**config.mk**
```make
export PLATFORM = sky130hd
export DESIGN_NAME = sync_serial_port
export DESIGN_NICKNAME = d
export VERILOG_FILES = /design/src/rtl/ssp_pkg.sv /design/src/rtl/ssp_clkgen.sv /design/src/rtl/ssp_shifter.sv /design/src/rtl/sync_serial_port.sv
export SDC_FILE = /design/constraint.sdc
export NUM_CORES = 1
export LEC_CHECK = 0
export BUFFER_PORTS_ARGS = -buffer_cell sky130_fd_sc_hd__clkbuf_2
export CAP_MARGIN = 15
export CORE_MARGIN = 10
export CORE_UTILIZATION = 30
export DETAILED_ROUTE_END_ITERATION = 12
export MAX_ROUTING_LAYER = met4
export PLACE_DENSITY = 0.53
export REMOVE_ABC_BUFFERS = 1
export SKIP_CTS_REPAIR_TIMING = 1
export SLEW_MARGIN = 20
export SYNTH_ARGS = -nofsm -noshare
export SYNTH_HDL_FRONTEND = slang
export SYNTH_HIERARCHICAL = 1
export SYNTH_SLANG_ARGS = --single-unit
```
**constraint.sdc**
```tcl
create_clock -name clk -period 2.2 [get_ports clk]
set_clock_uncertainty 0.1 [all_clocks]
set_input_delay 0.22 -clock clk [delete_from_list [all_inputs] [get_ports clk]]
set_output_delay 0.22 -clock clk [all_outputs]
set_load 0.01 [all_outputs]
```
**src/rtl/ssp_pkg.sv**
```systemverilog
`timescale 1ns/1ps
package ssp_pkg;
   localparam int REG_W  = 8;
   localparam int LEN_W  = 3;
   localparam int ADDR_W = 2;

   localparam logic [ADDR_W-1:0] A_CTRL = 2'd0;
   localparam logic [ADDR_W-1:0] A_CLK  = 2'd1;
   localparam logic [ADDR_W-1:0] A_DATA = 2'd2;
   localparam logic [ADDR_W-1:0] A_STAT = 2'd3;

   typedef enum logic [1:0] {
      SRC_PRESC = 2'd0,
      SRC_TIMER = 2'd1,
      SRC_EXT   = 2'd2,
      SRC_EXT_B = 2'd3
   } clk_src_e;

   typedef struct packed {
      logic             cont;
      logic             rx_en;
      logic             tx_en;
      logic             lsb_first;
      logic [LEN_W-1:0] len_m1;
   } ctrl_t;

   typedef struct packed {
      logic [2:0] tdiv;
      clk_src_e   src;
      logic [1:0] psel;
   } clkcfg_t;
endpackage

```
**src/rtl/ssp_clkgen.sv**
```systemverilog
`timescale 1ns/1ps
module ssp_clkgen #(
   parameter int SYNC_STAGES = 2,
   parameter int PRESC_W     = 5,
   parameter int TDIV_W      = 4,
   parameter bit HAS_TIMER   = 1'b1
) (
   input  logic            clk,
   input  logic            rst_n,
   input  ssp_pkg::clkcfg_t cfg,
   input  logic            timer_pulse,
   input  logic            sck_in,
   output logic            tick,
   output logic            ext_mode,
   output logic            ext_rise,
   output logic            ext_fall
);
   import ssp_pkg::*;

   if (SYNC_STAGES < 2) begin : g_bad_sync
      $error("SYNC_STAGES must be at least 2");
   end
   if (PRESC_W < 5) begin : g_bad_presc
      $error("PRESC_W must be at least 5");
   end
   if (TDIV_W < 4) begin : g_bad_tdiv
      $error("TDIV_W must be at least 4");
   end

   logic [PRESC_W-1:0]   pcnt_q;
   logic [PRESC_W-1:0]   pmask;
   logic                 presc_tick;
   logic                 timer_tick;
   logic [SYNC_STAGES:0] sync_q;

   always_ff @(posedge clk or negedge rst_n) begin
      if (!rst_n) pcnt_q <= '0;
      else        pcnt_q <= pcnt_q + 1'b1;
   end

   always_comb begin
      case (cfg.psel)
         2'd0:    pmask = PRESC_W'(0);
         2'd1:    pmask = PRESC_W'(1);
         2'd2:    pmask = PRESC_W'(7);
         default: pmask = PRESC_W'(31);
      endcase
   end
   assign presc_tick = (pcnt_q & pmask) == pmask;

   if (HAS_TIMER) begin : g_timer
      logic [TDIV_W-1:0] tcnt_q;
      logic [TDIV_W-1:0] tmask;
      logic [2:0]        tdiv_eff;
      assign tdiv_eff = (cfg.tdiv > 3'd4) ? 3'd4 : cfg.tdiv;
      assign tmask    = (TDIV_W'(1) << tdiv_eff) - TDIV_W'(1);
      always_ff @(posedge clk or negedge rst_n) begin
         if (!rst_n)           tcnt_q <= '0;
         else if (timer_pulse) tcnt_q <= tcnt_q + 1'b1;
      end
      assign timer_tick = timer_pulse && ((tcnt_q & tmask) == tmask);
   end else begin : g_no_timer
      assign timer_tick = 1'b0;
   end

   always_ff @(posedge clk or negedge rst_n) begin
      if (!rst_n) sync_q <= '1;
      else        sync_q <= {sync_q[SYNC_STAGES-1:0], sck_in};
   end

   assign ext_rise = sync_q[SYNC_STAGES-1] & ~sync_q[SYNC_STAGES];
   assign ext_fall = ~sync_q[SYNC_STAGES-1] & sync_q[SYNC_STAGES];
   assign ext_mode = cfg.src[1];
   assign tick     = (cfg.src == SRC_PRESC) ? presc_tick : timer_tick;
endmodule

```
**src/rtl/ssp_shifter.sv**
```systemverilog
`timescale 1ns/1ps
module ssp_shifter #(
   parameter int REG_W = 8,
   parameter int LEN_W = 3
) (
   input  logic             clk,
   input  logic             rst_n,
   input  logic             ext_mode,
   input  logic             tick,
   input  logic             ext_rise,
   input  logic             ext_fall,
   input  logic [LEN_W-1:0] len_m1,
   input  logic             lsb_first,
   input  logic             tx_en,
   input  logic             rx_en,
   input  logic             cont,
   input  logic             hold_full,
   input  logic [REG_W-1:0] hold_data,
   input  logic             sdi,
   output logic             hold_take,
   output logic             busy,
   output logic             sck,
   output logic             sdo,
   output logic             frame_done,
   output logic [REG_W-1:0] rx_word
);
   if (REG_W != (1 << LEN_W)) begin : g_bad_width
      $error("REG_W must equal 2**LEN_W");
   end

   logic             busy_q, sck_q, sdo_q;
   logic [LEN_W-1:0] cnt_q, bit_idx;
   logic [REG_W-1:0] tx_q, rx_q, rx_next;
   logic             fall_ev, rise_ev, last, start, reload;

   assign fall_ev = busy_q &  sck_q & (ext_mode ? ext_fall : tick);
   assign rise_ev = busy_q & ~sck_q & (ext_mode ? ext_rise : tick);
   assign last    = (cnt_q == len_m1);
   assign start   = ~busy_q & hold_full & (tx_en | rx_en);
   assign reload  = rise_ev & last & cont & (tx_en ? hold_full : rx_en);
   assign bit_idx = lsb_first ? cnt_q : (len_m1 - cnt_q);

   always_comb begin
      rx_next = rx_q;
      if (lsb_first) rx_next[cnt_q] = sdi;
      else           rx_next = {rx_q[REG_W-2:0], sdi};
   end

   always_ff @(posedge clk or negedge rst_n) begin
      if (!rst_n) begin
         busy_q <= 1'b0;
         sck_q  <= 1'b1;
         sdo_q  <= 1'b1;
         cnt_q  <= '0;
         tx_q   <= '0;
         rx_q   <= '0;
      end else if (start) begin
         busy_q <= 1'b1;
         cnt_q  <= '0;
         tx_q   <= hold_data;
         rx_q   <= '0;
      end else if (fall_ev) begin
         sck_q <= 1'b0;
         sdo_q <= tx_en ? tx_q[bit_idx] : 1'b1;
      end else if (rise_ev) begin
         sck_q <= 1'b1;
         rx_q  <= rx_next;
         if (last) begin
            cnt_q <= '0;
            if (reload) begin
               tx_q <= hold_data;
               rx_q <= '0;
            end else begin
               busy_q <= 1'b0;
            end
         end else begin
            cnt_q <= cnt_q + 1'b1;
         end
      end
   end

   assign hold_take  = start | (reload & tx_en);
   assign frame_done = rise_ev & last;
   assign rx_word    = rx_next;
   assign busy       = busy_q;
   assign sck        = sck_q;
   assign sdo        = sdo_q;
endmodule

```
**src/rtl/sync_serial_port.sv**
```systemverilog
`timescale 1ns/1ps
module sync_serial_port #(
   parameter int SYNC_STAGES = 2,
   parameter int PRESC_W     = 5,
   parameter int TDIV_W      = 4,
   parameter bit HAS_TIMER   = 1'b1
) (
   input  logic       clk,
   input  logic       rst_n,
   input  logic       reg_wr,
   input  logic       reg_rd,
   input  logic [1:0] reg_addr,
   input  logic [7:0] reg_wdata,
   output logic [7:0] reg_rdata,
   input  logic       timer_pulse,
   input  logic       sck_in,
   input  logic       sdi,
   output logic       sck_out,
   output logic       sck_oe,
   output logic       sdo
);
   import ssp_pkg::*;

   ctrl_t            ctrl_q;
   clkcfg_t          clkcfg_q;
   logic [REG_W-1:0] hold_q, rx_q, rx_word;
   logic             hold_full_q, done_q, ovr_q;
   logic             tick, ext_mode, ext_rise, ext_fall;
   logic             sh_busy, hold_take, frame_done;
   logic             wr_ctrl, wr_clk, wr_data, wr_stat, rd_data;

   assign wr_ctrl = reg_wr && (reg_addr == A_CTRL);
   assign wr_clk  = reg_wr && (reg_addr == A_CLK);
   assign wr_data = reg_wr && (reg_addr == A_DATA);
   assign wr_stat = reg_wr && (reg_addr == A_STAT);
   assign rd_data = reg_rd && (reg_addr == A_DATA);

   ssp_clkgen #(
      .SYNC_STAGES(SYNC_STAGES), .PRESC_W(PRESC_W),
      .TDIV_W(TDIV_W), .HAS_TIMER(HAS_TIMER)
   ) u_clkgen (
      .clk(clk), .rst_n(rst_n), .cfg(clkcfg_q), .timer_pulse(timer_pulse),
      .sck_in(sck_in), .tick(tick), .ext_mode(ext_mode),
      .ext_rise(ext_rise), .ext_fall(ext_fall)
   );

   ssp_shifter #(.REG_W(REG_W), .LEN_W(LEN_W)) u_shifter (
      .clk(clk), .rst_n(rst_n), .ext_mode(ext_mode), .tick(tick),
      .ext_rise(ext_rise), .ext_fall(ext_fall), .len_m1(ctrl_q.len_m1),
      .lsb_first(ctrl_q.lsb_first), .tx_en(ctrl_q.tx_en), .rx_en(ctrl_q.rx_en),
      .cont(ctrl_q.cont), .hold_full(hold_full_q), .hold_data(hold_q), .sdi(sdi),
      .hold_take(hold_take), .busy(sh_busy), .sck(sck_out), .sdo(sdo),
      .frame_done(frame_done), .rx_word(rx_word)
   );

   always_ff @(posedge clk or negedge rst_n) begin
      if (!rst_n) begin
         ctrl_q      <= '0;
         clkcfg_q    <= '0;
         hold_q      <= '0;
         hold_full_q <= 1'b0;
         rx_q        <= '0;
         done_q      <= 1'b0;
         ovr_q       <= 1'b0;
      end else begin
         if (wr_ctrl) ctrl_q   <= ctrl_t'(reg_wdata[6:0]);
         if (wr_clk)  clkcfg_q <= clkcfg_t'(reg_wdata[6:0]);
         if (wr_data) begin
            hold_q      <= reg_wdata;
            hold_full_q <= 1'b1;
         end else if (hold_take) begin
            hold_full_q <= 1'b0;
         end
         if (frame_done && ctrl_q.rx_en) rx_q <= rx_word;
         if (frame_done)   done_q <= 1'b1;
         else if (rd_data) done_q <= 1'b0;
         if (frame_done && ctrl_q.rx_en && done_q) ovr_q <= 1'b1;
         else if (wr_stat && reg_wdata[2])         ovr_q <= 1'b0;
      end
   end

   always_comb begin
      case (reg_addr)
         A_CTRL:  reg_rdata = {1'b0, ctrl_q};
         A_CLK:   reg_rdata = {1'b0, clkcfg_q};
         A_DATA:  reg_rdata = rx_q;
         default: reg_rdata = {4'b0, hold_full_q, ovr_q, done_q, sh_busy};
      endcase
   end

   assign sck_oe = ~ext_mode;
endmodule

```
==> metrics.yaml <==
status: "finished, violations left"
violations: "setup timing"
areaGrowthSynthToFinish_pct: 25.38
port_buffers: 27
postSynth.asyncResetShare_pct: 100.0
cp-start-kind: "flop"
routed-wl-met2_um: 3810
path_clk_slew_ns: 0.06
synth_compound_area_share_pct: 7.351
grt_pass1_vias: 2317
fin_nets: 344
hpwlAfterDp_um: 5735
min_to: "hold_q[7]"
num_rows: 38
synth_top_area_share_pct: 45.81
cts_buffers: 9
synth_common_cells: "dfrtp_1 (62), mux2_2 (35), nor2_1 (21), mux2i_1 (18), a21oi_1 (11)"
synth.avg_cell_area_um2: 12.93
drv_slew: 0
crit_arrival_ns: 2.45
path_class: "flop to flop"
place_ws_ns: -0.06216
min_period_ns: 2.305
critPathMaxFanout: 2
tightest_slew_ns: 0.5794
yosysSeqAreaShare_pct: 49.69
core-area_um2: 10940
ir_drop_mv: 0.4881
reg2reg_to: "u_shifter/sdo"
dp.cells: 444
routed_wl_um: 8026
synthXorXnorAreaFrac_pct: 2.327
synth_top_family_by_area: "multiplexers"
yosys.area_share.simple_pct: 11.05
synth_most_common_cell: "dfrtp_1"
slew_headroom_pct: 61.37
ys.flop_type: "dfrtp_1"
clkLatencyLatePin_ns: 0.33
drt-initial-drc-count: 140
stdcell_count: 466
wl_per_cell_um: 17.22
hold_class: "input port to flop"
yosysTopAreaCell: "dfrtp_1"
place_congestion: 0.7584
io_pins: 28
top_layer: "met4"
synthDistinctLibCells: 48
r2r_start: "ctrl_q[0]"
antenna_found_initial: 0
crit_path_end_kind: "flop"
clockBufferDepth: 2
drv_cap: 0
ctsRootBufferMaster: "clkbuf_16"
die_h_um: 126.3
synth.area.top_cells: "dfrtp_1 (46%), mux2_2 (12%), mux2i_1 (5.3%)"
grt_max_degree: 46
setup_violations: 1
die-area_um2: 15940
via_per_inst: 4.867
diodes: 0
rsz0062_at_grt: "true"
p_total_uw: 5126
first_pass_iters: 6
syn_area_um2: 3387
setup_ws_ns: -0.1052
power_density_nw_per_um2: 1207
start_util_pct: 30.97
drive_gt1_share_pct: 42.02
worst_hold_startpoint: "reg_wdata[7]"
cts.sinks: 67
worstPathRequired_ns: 2.34
ant_nets: 0
synthAdderAreaFrac_pct: 2.438
grt_pass1_wl_um: 12700
holdPathStages: 2
drc: 0
vias: 2268
synth_cells: 262
final_util_pct: 38.83
ys_warn_count: 6
tritoncts: "yes"
routed-wl-met3_um: 219
fp.dieW_um: 126.3
met1Wirelength_um: 3884
hold_viol: 0
worst_r2r_path_depth: 9
synthMuxAreaShare_pct: 24.38
synth_edf_count: 0
grt_overflow: 0
h-tree-depth: 3
grt_use_total_pct: 10.25
ys_ff_latch: 67
post-route-period-util_pct: 104.8
p_leak_uw: 0.002023
fmax_mhz: 433.8
reg2reg_slack_ns: -0.11
[worst max-delay path by stage]
stage                       start            end  slack [ns]  cells past startpoint
2_1_floorplan  u_shifter/cnt_q[0]  u_shifter/sdo       -0.12                      7
3_5_place_dp            ctrl_q[0]  u_shifter/sdo       -0.06                      9
6_report                ctrl_q[0]  u_shifter/sdo       -0.11                      9
5_1_grt                 ctrl_q[0]  u_shifter/sdo       -0.22                      9
4_1_cts                 ctrl_q[0]  u_shifter/sdo       -0.08                      9
3_3_place_gp            ctrl_q[0]  u_shifter/sdo       -0.03                      9
[metrics by stage]
stage / hold slack [ns] / area, µm² / setup TNS [ns]
3_3_place_gp: 0.1385 / 3837 / -0.03489
6_report: 0.01873 / 4247 / -0.1052
4_1_cts: -0.2181 / 4133 / -0.08435
2_1_floorplan: -0.1756 / 3319 / -0.2437
5_1_grt: 0.02036 / 4247 / -0.4447
3_5_place_dp: 0.1333 / 3837 / -0.06216
[final cells by class]
cell class	count	area, µm²
multi-input combinational	178	1673
clock inverter	6	66.31
sequential	67	1684
inverter	7	26.28
timing repair buffer	58	392.9
clock buffer	10	229.0
tap	140	175.2
fill	1096	6689
[worst max-delay path: stages, from the launching register on]
cell and delay (ns):
dfrtp_1 0.35, inv_1 0.05, ha_1 0.18, inv_1 0.06, fa_1 0.40, mux2i_1 0.19
buf_4 0.17, mux4_2 0.49, mux2i_1 0.14, a31oi_1 0.10
[power by group]
| group | leakage [µW] | switching, µW | internal (µW) | total [µW] |
|---|---|---|---|---|
| clock network | 0.000147 | 545 | 881 | 1430 |
| registers | 0.000818 | 304 | 1610 | 1920 |
| logic | 0.00106 | 798 | 985 | 1780 |
[logic make-up after synthesis]
family                   Yosys count
flip-flops                        67
AO/OA/AOI/OAI                     35
buffers and inverters             18
XOR/XNOR                           9
AND/OR/NAND/NOR                   61
multiplexers                      66
adder cells (fa/ha/maj)            6
[metal layers]
layer / GRT usage, % / vias to the layer above
met1: 13.40 / 1153
met4: 3.282 / 0
li1: - / 1078
met5: - / -
met3: 2.768 / 10
met2: 15.05 / 27
[state kept, by name, summed over array words and instances, names as in the netlist]
register,flops
u_shifter/tx_q,8
hold_full_q,1
rx_q,8
u_shifter/busy,1
u_clkgen/sync_q,3
u_shifter/sdo,1
clkcfg_q,7
u_shifter/rx_q,8
u_shifter/sck,1
ovr_q,1
u_clkgen/pcnt_q,5
done_q,1
u_shifter/cnt_q,3
ctrl_q,7
hold_q,8
u_clkgen/g_timer.tcnt_q,4
[cells in the final DEF, fill, tap and decap left out, types with 3 or more instances in the layout]
cell	instances
dfrtp_1	61
mux2_2	33
clkbuf_2	26
buf_4	26
nor2_1	21
mux2i_1	18
a21oi_1	10
clkbuf_16	9
mux2_4	9
inv_1	7
a21o_1	7
nor2b_1	6
xnor2_1	6
nand3b_1	5
nand2_1	5
ha_1	5
dfstp_2	5
mux4_2	3
o2bb2ai_1	3
mux4_1	3
o21ai_0	3
xor2_1	3
nor3b_1	3
nand3_1	3
Note: power is estimated with default switching activity, not from simulation.
